===== config.mk =====
export PLATFORM = sky130hd
export DESIGN_NAME = region_wait_ctrl
export DESIGN_NICKNAME = d
export VERILOG_FILES = /design/src/rtl/rwc_pkg.sv /design/src/rtl/rwc_region_dec.sv /design/src/rtl/rwc_wait_sel.sv /design/src/rtl/rwc_wait_ctr.sv /design/src/rtl/region_wait_ctrl.sv
export SDC_FILE = /design/constraint.sdc
export NUM_CORES = 1
export LEC_CHECK = 0
export ABC_AREA = 1
export BUFFER_PORTS_ARGS = -buffer_cell sky130_fd_sc_hd__buf_4
export CAP_MARGIN = 20
export CORE_MARGIN = 2
export CORE_UTILIZATION = 40
export CTS_BUF_LIST = sky130_fd_sc_hd__clkbuf_4
export DETAILED_ROUTE_END_ITERATION = 7
export PLACE_DENSITY = 0.78
export SLEW_MARGIN = 25
export SYNTH_ARGS = -nofsm -noshare
export SYNTH_HDL_FRONTEND = slang
export SYNTH_SLANG_ARGS = --single-unit
export TNS_END_PERCENT = 20

===== constraint.sdc =====
create_clock -name clk_i -period 1.7 [get_ports clk_i]
set_clock_uncertainty 0.1 [all_clocks]
set_input_delay 0.34 -clock clk_i [delete_from_list [all_inputs] [get_ports clk_i]]
set_output_delay 0.34 -clock clk_i [all_outputs]
set_load 0.02 [all_outputs]

===== src/rtl/rwc_pkg.sv =====
package rwc_pkg;
  localparam int ADDR_W = 32;
  localparam int N_REG  = 4;

  typedef enum logic [1:0] {
    REG_SRAM  = 2'd0,
    REG_ROM   = 2'd1,
    REG_XBUS  = 2'd2,
    REG_SYSIO = 2'd3
  } region_e;

  // index order: {SYSIO, XBUS, ROM, SRAM}; bit 31 dropped from RAM/ROM masks gives the mirrors
  localparam logic [N_REG-1:0][ADDR_W-1:0] REG_MASK = {
    32'hFF00_0000, 32'hFFF0_0000, 32'h7FFC_0000, 32'h7FF8_0000
  };
  localparam logic [N_REG-1:0][ADDR_W-1:0] REG_MATCH = {
    32'h6100_0000, 32'h6010_0000, 32'h7FFC_0000, 32'h7E00_0000
  };
endpackage


===== src/rtl/rwc_region_dec.sv =====
module rwc_region_dec
  import rwc_pkg::*;
(
  input  logic [ADDR_W-1:0] addr_i,
  output logic [N_REG-1:0]  hit_o
);
  for (genvar g = 0; g < N_REG; g++) begin : g_win
    assign hit_o[g] = (addr_i & REG_MASK[g]) == REG_MATCH[g];
  end
endmodule


===== src/rtl/rwc_wait_sel.sv =====
module rwc_wait_sel
  import rwc_pkg::*;
#(
  parameter int CNT_W      = 4,
  parameter int ROM_WAIT   = 10,
  parameter int XBUS_WAIT  = 2,
  parameter int SYSIO_WAIT = 1
) (
  input  logic [N_REG-1:0] hit_i,
  input  logic             wr_i,
  input  logic [1:0]       rd_cfg_i,
  input  logic [1:0]       wr_cfg_i,
  output logic [CNT_W-1:0] wait_o
);
  always_comb begin
    wait_o = '0;
    if (hit_i[REG_SRAM])       wait_o = CNT_W'(wr_i ? wr_cfg_i : rd_cfg_i);
    else if (hit_i[REG_ROM])   wait_o = CNT_W'(ROM_WAIT);
    else if (hit_i[REG_XBUS])  wait_o = CNT_W'(XBUS_WAIT);
    else if (hit_i[REG_SYSIO]) wait_o = CNT_W'(SYSIO_WAIT);
  end
endmodule


===== src/rtl/rwc_wait_ctr.sv =====
module rwc_wait_ctr
  import rwc_pkg::*;
#(
  parameter int CNT_W = 4
) (
  input  logic             clk_i,
  input  logic             rst_ni,
  input  logic             strobe_i,
  input  logic [N_REG-1:0] hit_i,
  input  logic [CNT_W-1:0] load_i,
  output logic [N_REG-1:0] sel_o,
  output logic             ready_o
);
  logic [N_REG-1:0] sel_q;
  logic [CNT_W-1:0] cnt_q;
  logic             busy;

  assign busy    = |sel_q;
  assign ready_o = busy && (cnt_q == '0);
  assign sel_o   = sel_q;

  always_ff @(posedge clk_i or negedge rst_ni) begin
    if (!rst_ni) begin
      sel_q <= '0;
      cnt_q <= '0;
    end else if (ready_o) begin
      sel_q <= '0;
    end else if (busy) begin
      cnt_q <= cnt_q - 1'b1;
    end else if (strobe_i) begin
      sel_q <= hit_i;  // all-zero for unmapped: stays idle
      cnt_q <= load_i;
    end
  end
endmodule


===== src/rtl/region_wait_ctrl.sv =====
module region_wait_ctrl
  import rwc_pkg::*;
#(
  parameter int ROM_WAIT   = 10,
  parameter int XBUS_WAIT  = 2,
  parameter int SYSIO_WAIT = 1
) (
  input  logic        clk_i,
  input  logic        rst_ni,
  input  logic [31:0] addr_i,
  input  logic        wr_i,
  input  logic        strobe_i,
  input  logic [1:0]  sram_rd_wait_i,
  input  logic [1:0]  sram_wr_wait_i,
  output logic        sel_sram_o,
  output logic        sel_rom_o,
  output logic        sel_xbus_o,
  output logic        sel_sysio_o,
  output logic        ready_o
);
  localparam int MAX_A = (ROM_WAIT > XBUS_WAIT) ? ROM_WAIT : XBUS_WAIT;
  localparam int MAX_B = (SYSIO_WAIT > 3) ? SYSIO_WAIT : 3;
  localparam int MAX_W = (MAX_A > MAX_B) ? MAX_A : MAX_B;
  localparam int CNT_W = $clog2(MAX_W + 1);

  logic [N_REG-1:0] hit, sel;
  logic [CNT_W-1:0] wait_cnt;

  rwc_region_dec u_dec (
    .addr_i (addr_i),
    .hit_o  (hit)
  );

  rwc_wait_sel #(
    .CNT_W      (CNT_W),
    .ROM_WAIT   (ROM_WAIT),
    .XBUS_WAIT  (XBUS_WAIT),
    .SYSIO_WAIT (SYSIO_WAIT)
  ) u_wsel (
    .hit_i    (hit),
    .wr_i     (wr_i),
    .rd_cfg_i (sram_rd_wait_i),
    .wr_cfg_i (sram_wr_wait_i),
    .wait_o   (wait_cnt)
  );

  rwc_wait_ctr #(.CNT_W(CNT_W)) u_ctr (
    .clk_i    (clk_i),
    .rst_ni   (rst_ni),
    .strobe_i (strobe_i),
    .hit_i    (hit),
    .load_i   (wait_cnt),
    .sel_o    (sel),
    .ready_o  (ready_o)
  );

  assign sel_sram_o  = sel[REG_SRAM];
  assign sel_rom_o   = sel[REG_ROM];
  assign sel_xbus_o  = sel[REG_XBUS];
  assign sel_sysio_o = sel[REG_SYSIO];
endmodule


Word-level counts from Yosys, hierarchy flattened
Index checks and enable logic that the tools add are counted.
- memory bits (read-only): 0
- memories: 0
- output and inout bits: 5
- register bits after elaboration: 8
- input bits: 40
- bits in writable memories: 0
- bits in latches: 0
- word-level logic and storage cells: 26
- multiplexer cells: 10
- $mul: 0
- eq/ne operators: 5
- shifts and indexed selects: 0
- $lt $le $gt $ge: 0
- reduce and logical (&&, ||, !) cells: 7
- bitwise logic cells: 1
- add/subtract/negate cells: 1
- divide/modulo/power cells: 0
- operators with widths (cell ; count):
    4-bit 2-to-1 mux ; 8
    13-bit equality test (second input constant) ; 1
    12-bit by 11-bit equality test with 1-bit output (second input constant) ; 1
    12-bit equality test (second input constant) ; 1
    8-bit by 7-bit equality test with 1-bit output (second input constant) ; 1
    4-bit logical NOT ; 1
    2-bit AND reduction ; 2
    2-bit nonzero test ; 2
    4-bit OR reduction ; 1
    4-bit by 1-bit subtractor with 4-bit output (second input constant) ; 1
    2-bit 2-to-1 mux ; 1
    2-bit != test (second input constant) ; 1
    1-bit logical AND ; 1
    1-bit 2-to-1 mux ; 1
    1-bit NOT ; 1

Logic depth before layout (Yosys ltp)
Gate-level depths: netlist of the first run.
- depth in word-level cells: 7
- depth in mapped cells: 8
- depth with buffers taken out: 8

Cells and area by module
From an unflattened synthesis of the first run, not the netlist that was laid out.
- cell total of the unflattened synthesis: 125
- area, all modules: 733.2 µm²
- modules (own cells, without submodules) (module ; seq. area each (µm²) ; area an instance (µm²) ; cells an instance ; times used):
    rwc_wait_ctr ; 200.2 ; 489.2 ; 64 ; 1
    rwc_region_dec ; 0.0 ; 156.4 ; 40 ; 1
    rwc_wait_sel ; 0.0 ; 87.6 ; 21 ; 1

Worst setup path after synthesis of the first run
Ideal clock, no wire load.
- path type: register -> output
- start point: reg u_ctr.sel_q[1], in the netlist u_ctr.sel_o[1]
- end point: out ready_o
- required time: 1.260 ns
- path buffers: 0
- stages on the path, launching flop included: 5
- path slack: 0.298 ns
- arrival time: 0.962 ns
- path through: dfrtp_1 nor2_4 nand3_4 nand4_4 inv_1
- cells in the longest elaborated chain, start to end: 2
- RTL lines (element ; RTL line ; RTL):
    from (decl) ; rwc_wait_ctr.sv:14 ; logic [N_REG-1:0] sel_q;
    from (signal assigned) ; rwc_wait_ctr.sv:31 ; sel_q <= hit_i;
    4-bit OR reduction ; rwc_wait_ctr.sv:18 ; assign busy = |sel_q;
    1-bit logical AND ; rwc_wait_ctr.sv:19 ; assign ready_o = busy && (cnt_q == '0);
    to (decl) ; region_wait_ctrl.sv:19 ; output logic ready_o
No other way between the ends.

Worst setup path after layout of the first run
- start point: reg u_ctr.sel_q[2], in the netlist u_ctr.sel_o[2]
- end point: out ready_o
The elaborated chain is that of the path after synthesis.

==> flow_summary_export.csv, run 1 <==
group,metric,value,unit
yosys,ys_top_cells_by_count,"nand2_1 (20), inv_1 (12), dfrtp_1 (8), nand3_1 (8)",
clock_network,clk_latency,0.25,ns
critical_path,crit_required,1.26,ns
die,die_height,44.60,um
power_and_ir_drop,leakagePower,0.5135,nW
timing,setup_viol,0,
critical_path,cp_slowest_stage_delay,0.42,ns
global_route,grt_remaining_overflow,0,
critical_path,path_cells,"nor2_4 -> nand3_4 -> nand4_4 -> inv_1 -> buf_4",
route,topRoutingLayerUsed,"met4",
cells_and_area,area_growth,44.02,%
global_route,grt_max_degree,9,
clock_network,cts.sink_count,8,
timing,tns,0,ns
worst_hold_path,hp-start,"addr_i[24]",
timing,setup_slack,0.08250,ns
yosys,syn_inst,91,
route,ant_nets,0,
die,initial_utilization,0.4327,
cells_and_area,final_core_util,0.6232,
timing,rsz0062_at_grt,"false",
timing,max_freq,0.6182,GHz
timing,relSlewSlack,0.8863,
cells_and_area,antennaDiodeCount,0,
yosys,yosys_warnings,0,
yosys,synth.area.top_cells,"dfrtp_1 (30%), nand2_1 (11%), inv_1 (6.8%)",
route,drc,0,
route,wl,1.527,mm
die,die-area,1989,um2
route,routedWlPerCell,10.83,um
critical_path,cp_data_arrival_time,1.18,ns
yosys,synth.ff_latch_count,8,
yosys,synth_ff_type,"dfrtp_1",
yosys,synth.avg_cell_area,7.246,um2
die,floorplan.rows,14,
timing,fin_crit_sh,0.9515,
place,port_buffers,26,
global_route,grt_pass1_wl,2.642,mm
critical_path,slowest_stage,"dfrtp_1",
yosys,synth_simple_gate_area_frac,0.4231,
route,vias,693,
timing,final.min_clock_period,1.618,ns
clock_network,htree_levels,1,
yosys,async_flop_share,1.000,
yosys,muxShareOfSynthArea,0,
die,coreArea,1524,um2
yosys,synth.distinct_cells,22,
worst_hold_path,holdPathEnd,"u_ctr.sel_o[3]$_DFFE_PN0P_",
cells_and_area,drive_gt1_frac,0.4480,
route,drtPass1Iterations,5,
yosys,synthMostInstantiatedCell,"nand2_1",
status,status,"completed",
yosys,syn_area,659.4,um2
clock_network,clkTransAtPathRegs,0.06,ns
timing,worst_pin_slew,0.1690,ns
power_and_ir_drop,p_per_area,464.5,nW/um2
yosys,synth-xor-area-share,0.02657,
clock_network,cts_buffer_depth,2,
yosys,seq_area_frac_synth,0.3036,
yosys,synth_compound_area_frac,0.1063,
yosys,synth_top_family_by_area,"simple AND/OR/NAND/NOR gates",
worst_hold_path,min_path_cells,3,
cells_and_area,nNetsFinal,169,
route,wl_met2,789,um
clock_network,tritoncts,"built",
route,drt_iter0_markers,5,
place,hpwl,1.143,mm
yosys,post-synth-top-area-cell,"dfrtp_1",
critical_path,worst_setup_path_start_kind,"flop",
die,die_x,44.60,um
critical_path,cp_max_fo,3,
die,ios,45,
global_route,grt_pass1_vias,655,
critical_path,critPathKind,"reg2out",
global_route,track_usage,0.1815,
yosys,synth_edf_count,0,
timing,drv_slew,0,
run,drv_cap,0,
timing,finalHoldViolations,0,
yosys,yosys.area_share.adder,0.03795,
critical_path,reg2reg_slack,0.33,ns
worst_hold_path,hold_class,"in2reg",
route,wirelength_met1,636,um
critical_path,r2r-start,"u_ctr.sel_o[2]$_DFFE_PN0P_",
place,gp_congestion,0.7498,
route,avgViaCountPerCell,4.915,
clock_network,root_buffer,"clkbuf_4",
power_and_ir_drop,peakVddDrop,0.1778,mV
critical_path,critPathCaptureType,"output port",
yosys,syn_nets,133,
route,dr_wl_met3,84,um
clock_network,cts_buffers,3,
critical_path,r2r_cells,7,
critical_path,r2r-end,"u_ctr.sel_o[2]$_DFFE_PN0P_",
place,dp_slack,0.2597,ns
global_route,antenna_found_initial,0,
yosys,yosysTopAreaCellShare,0.3036,
==> registers in the layout, summed over array words and instances, names as in the netlist <==
| signal | flops |
|---|---|
| u_ctr.cnt_q | 4 |
| u_ctr.sel_o | 4 |
==> worst max path at each step <==
stage                                    start      end  slack [ns]  cells past startpoint
global route        u_ctr.cnt_q[0]$_DFFE_PN0P_  ready_o        0.02                      5
floorplan           u_ctr.sel_o[1]$_DFFE_PN0P_  ready_o        0.30                      4
global placement    u_ctr.sel_o[1]$_DFFE_PN0P_  ready_o        0.26                      5
finish              u_ctr.sel_o[2]$_DFFE_PN0P_  ready_o        0.08                      5
CTS                 u_ctr.cnt_q[0]$_DFFE_PN0P_  ready_o       0.007                      5
detailed placement  u_ctr.sel_o[1]$_DFFE_PN0P_  ready_o        0.26                      5
==> cell type report <==
cell class,count,area [um2]
fill,146,574.3
multi-input combinational,65,404.1
timing repair buffer,31,235.2
sequential,8,200.2
inverter,18,67.56
clock buffer,3,22.52
tap,16,20.02
==> stage by stage <==
stage / cells / power, W / hold slack (ns) / instance area (um2)
2_1_floorplan: 91 / 0.0002405 / -0.05559 / 659.4
3_3_place_gp: 133 / 0.0002904 / 0.06256 / 874.6
3_5_place_dp: 133 / 0.0002928 / 0.06330 / 874.6
4_1_cts: 138 / 0.0004390 / 0.3431 / 917.1
5_1_grt: 141 / 0.0004712 / 0.3600 / 949.7
6_report: 141 / 0.0004412 / 0.3508 / 949.7
==> worst max-delay path, delay by kind of cell, from the launching register on <==
kind / cells / cell delay [ns]
buffers and inverters: 2 / 0.19
and+or+nand+nor: 3 / 0.32
DFF: 1 / 0.42
==> kinds of logic (layout without fill, tap and decap cells) <==
logic type | Yosys count | after routing
DFF | 8 | 8
and+or+nand+nor | 49 | 49
AOI/OAI and AO/OA | 12 | 12
adders and majority gates | 2 | 2
buffers and inverters | 18 | 52
xor gates and xnor gates | 2 | 2
==> what timing repair did <==
| action | in CTS | in global routing |
|---|---|---|
| hold endpoints to repair | 8 | 0 |
| endpoints found under the setup margin | 1 | 1 |
| hold buffers | 1 | 0 |
| cloned | 0 | 0 |
| resized for setup | 1 | 3 |
| pin swaps | 1 | 0 |
| buffers inserted | 1 | 3 |
==> metal layers <==
layer / vias up / global-route usage
li1: 360 / -
met1: 305 / 0.2150
met2: 25 / 0.3246
met3: 3 / 0.01224
met4: 0 / 0.09091
met5: - / 0
==> power by group <==
part	switching (W)	leakage (nW)	total, W	internal (W)
Combinational	0.0000465	0.389	0.000101	0.0000545
Sequential	0.00000211	0.110	0.000195	0.000193
Clock	0.0000645	0.0138	0.000145	0.0000808
Total	0.000113	0.514	0.000441	0.000328
==> cells in the final DEF, fill, tap and decap left out <==
master,instances
a21boi_0,1
a21oi_1,1
a21oi_2,1
buf_4,30
clkbuf_4,3
dfrtp_1,8
dlygate4sd3_1,1
ha_1,1
ha_4,1
inv_1,10
inv_2,8
nand2_1,20
nand2_2,5
nand3_1,8
nand3_4,1
nand3b_1,1
nand4_1,1
nand4_4,2
nor2_1,6
nor2_2,4
nor2_4,1
o21ai_0,1
o21ai_1,5
o22ai_1,3
xnor2_1,1
xor2_1,1
Note: power is estimated with default switching activity, not from simulation.
==> run 2: changes to the inputs <==
Settings changed: ABC_AREA 1 to not set, CTS_CLUSTER_DIAMETER set to 150, PLACE_DENSITY 0.78 to not set, PLACE_DENSITY_LB_ADDON set to 0.08.
==> run 2 against run 1 <==
Largest power group unchanged. Critical endpoint unchanged. Synthesized area decreased by 13%. Cell count decreased by 21%. Clock power about the same. Setup slack got worse by 0.26 ns. The run now ends with negative setup slack left. Largest cell class unchanged. Utilization increased by 4.3 points.
==> flow_summary_export.csv, run 2 <==
group,metric,value,unit
route,drtPass1Iterations,4,
status,violations,"negative setup slack",
yosys,seq_area_frac_synth,0.3478,
yosys,yosysTopAreaCellShare,0.3478,
yosys,syn_inst,62,
place,hpwl,1.099,mm
yosys,synth.ff_latch_count,8,
critical_path,r2r-start,"u_ctr.cnt_q[0]$_DFFE_PN0P_",
global_route,grtUsageMet2,0.3063,
worst_hold_path,hp-start,"addr_i[20]",
yosys,synth.avg_cell_area,9.283,um2
critical_path,critPathCaptureType,"output port",
timing,drv_slew,0,
yosys,synth_edf_count,0,
global_route,track_usage,0.1772,
route,avgViaCountPerCell,5.375,
timing,tns,-0.1809,ns
clock_network,htree_levels,1,
critical_path,cp_data_arrival_time,1.44,ns
yosys,syn_area,575.6,um2
cells_and_area,nNetsFinal,141,
critical_path,critPathKind,"reg2out",
yosys,async_flop_share,1.000,
cells_and_area,mostFrequentLayoutCell,"buf_4",
timing,rsz0062_at_grt,"true",
critical_path,cp_max_fo,2,
global_route,grt_remaining_overflow,0,
critical_path,cp-startpoint,"u_ctr.cnt_q[0]$_DFFE_PN0P_",
die,ios,45,
timing,worst_pin_slew,0.4253,ns
cells_and_area,area_growth,52.39,%
timing,fin_worst_hold_slack,0.2743,ns
clock_network,cts_buffers,3,
cells_and_area,final_core_util,0.6657,
critical_path,crit_required,1.26,ns
clock_network,clkTransAtPathRegs,0.05,ns
clock_network,root_buffer,"clkbuf_4",
global_route,grt_max_degree,12,
die,coreArea,1318,um2
route,ant_nets,0,
cells_and_area,antennaDiodeCount,0,
worst_hold_path,hold_class,"in2reg",
run,drv_cap,0,
timing,fin_crit_sh,1.106,
timing,setup_slack,-0.1809,ns
yosys,syn_nets,104,
global_route,grtUsageMet3,0.02609,
die,floorplan.rows,13,
clock_network,clk_latency,0.25,ns
place,gp_congestion,0.7147,
power_and_ir_drop,leakagePower,0.4334,nW
route,drc,0,
global_route,antenna_found_initial,0,
timing,setup_viol,1,
clock_network,cts.sink_count,8,
cells_and_area,drive_gt1_frac,0.4536,
global_route,grt_pass1_wl,2.359,mm
route,routedWlPerCell,12.06,um
clock_network,tritoncts,"built",
critical_path,slowest_stage,"or3b_4",
clock_network,cts_buffer_depth,2,
timing,max_freq,0.5317,GHz
critical_path,cp_slowest_stage_delay,0.39,ns
place,port_buffers,26,
timing,final.min_clock_period,1.881,ns
critical_path,path_cells,"inv_2 -> ha_1 -> or3b_4 -> nor2_4 -> buf_6",
timing,finalHoldViolations,0,
yosys,yosys_warnings,0,
route,drt_iter0_markers,13,
status,status,"finished, violations left",
cells_and_area,final_cell_mix,"buf_4 (32), nand2_1 (8), dfrtp_1 (8)",
route,vias,602,
die,die_height,41.93,um
yosys,synth.distinct_cells,27,
die,initial_utilization,0.4368,
power_and_ir_drop,peakVddDrop,0.2702,mV
yosys,synth_ff_type,"dfrtp_1",
yosys,synth.area.top_cells,"dfrtp_1 (35%), mux2i_1 (8.7%), nor4_4 (7.4%)",
critical_path,worst_setup_path_start_kind,"flop",
power_and_ir_drop,p_per_area,547.3,nW/um2
global_route,grt_most_used_layer,"met2",
global_route,grt_pass1_vias,598,
yosys,post-synth-top-area-cell,"dfrtp_1",
route,wl,1.351,mm
die,die_x,41.93,um
timing,relSlewSlack,0.7159,
die,die-area,1758,um2
yosys,ys_top_cells_by_count,"dfrtp_1 (8), nand2_1 (8), o21ai_0 (6)",
place,dp_slack,0.02568,ns
global_route,grt_use_met1,0.1995,
run 2: cell count changes in the layout (fill, tap and decap cells not counted), moves of 6 or more:
cell	previous run	this run
nand2_1	20	8
inv_1	10	1
inv_2	8	2
nand3_1	8	2
run 2: per-layer routing:
metal  up-vias  share of wire
li1        307              -
met1       268           0.42
met2        25           0.50
met3         2          0.060
met4         0          0.014
met5         -              0
run 2: logic make-up (layout without fill, tap and decap cells):
group,after synthesis,count (layout),share of synthesized area
and+or+nand+nor,29,29,0.3413
AOI/OAI and AO/OA,13,13,0.1413
DFF,8,8,0.3478
muxes,5,5,0.08696
buffers and inverters,5,40,0.03913
adders and majority gates,2,2,0.04347
run 2: final cells by class:
cell class	instances	area, um2
Clock buffer	3	22.52
Fill cell	115	440.4
Inverter	3	11.26
Multi-Input combinational cell	49	362.8
Sequential cell	8	200.2
Tap cell	15	18.77
Timing Repair Buffer	34	261.5
run 2: worst paths after layout:
path	endpoint	slack, ns	cells past startpoint
setup / recovery	ready_o	-0.18	5
hold / removal	u_ctr.sel_o[2]$_DFFE_PN0P_	0.27	3
setup reg to reg	u_ctr.cnt_q[0]$_DFFE_PN0P_	0	7
hold reg to reg	u_ctr.cnt_q[2]$_DFFE_PN0P_	0.44	1
max in group asynchronous	u_ctr.cnt_q[3]$_DFFE_PN0P_	1.03	2
min in group asynchronous	u_ctr.cnt_q[2]$_DFFE_PN0P_	0.34	2
run 2: repair_timing:
item	in CTS	in global routing
hold buffers	1	0
setup endpoints to repair	1	4
buffers inserted	2	0
resized for setup	2	0
hold endpoints to repair	8	0
run 2: through the flow:
step | total power, W | cells | area [um2]
5_1_grt | 0.0005095 | 112 | 877.1
6_report | 0.0004800 | 112 | 877.1
3_3_place_gp | 0.0003232 | 106 | 825.8
4_1_cts | 0.0004841 | 112 | 877.1
2_1_floorplan | 0.0002677 | 62 | 595.6
3_5_place_dp | 0.0003262 | 106 | 825.8
run 2: worst max-delay path: cells and delay by family, from the launching register on:
family | cells | cell delay, ns
flops | 1 | 0.38
fa+ha+maj | 1 | 0.15
buf+inv | 2 | 0.17
simple gates | 2 | 0.48
run 2: where the power goes:
part,switching (W),total [W],internal (W),leakage (nW)
sequential,0.00000387,0.000200,0.000196,0.110
combinational,0.0000590,0.000135,0.0000762,0.310
clock,0.0000642,0.000145,0.0000808,0.0138
total,0.000127,0.000480,0.000353,0.433
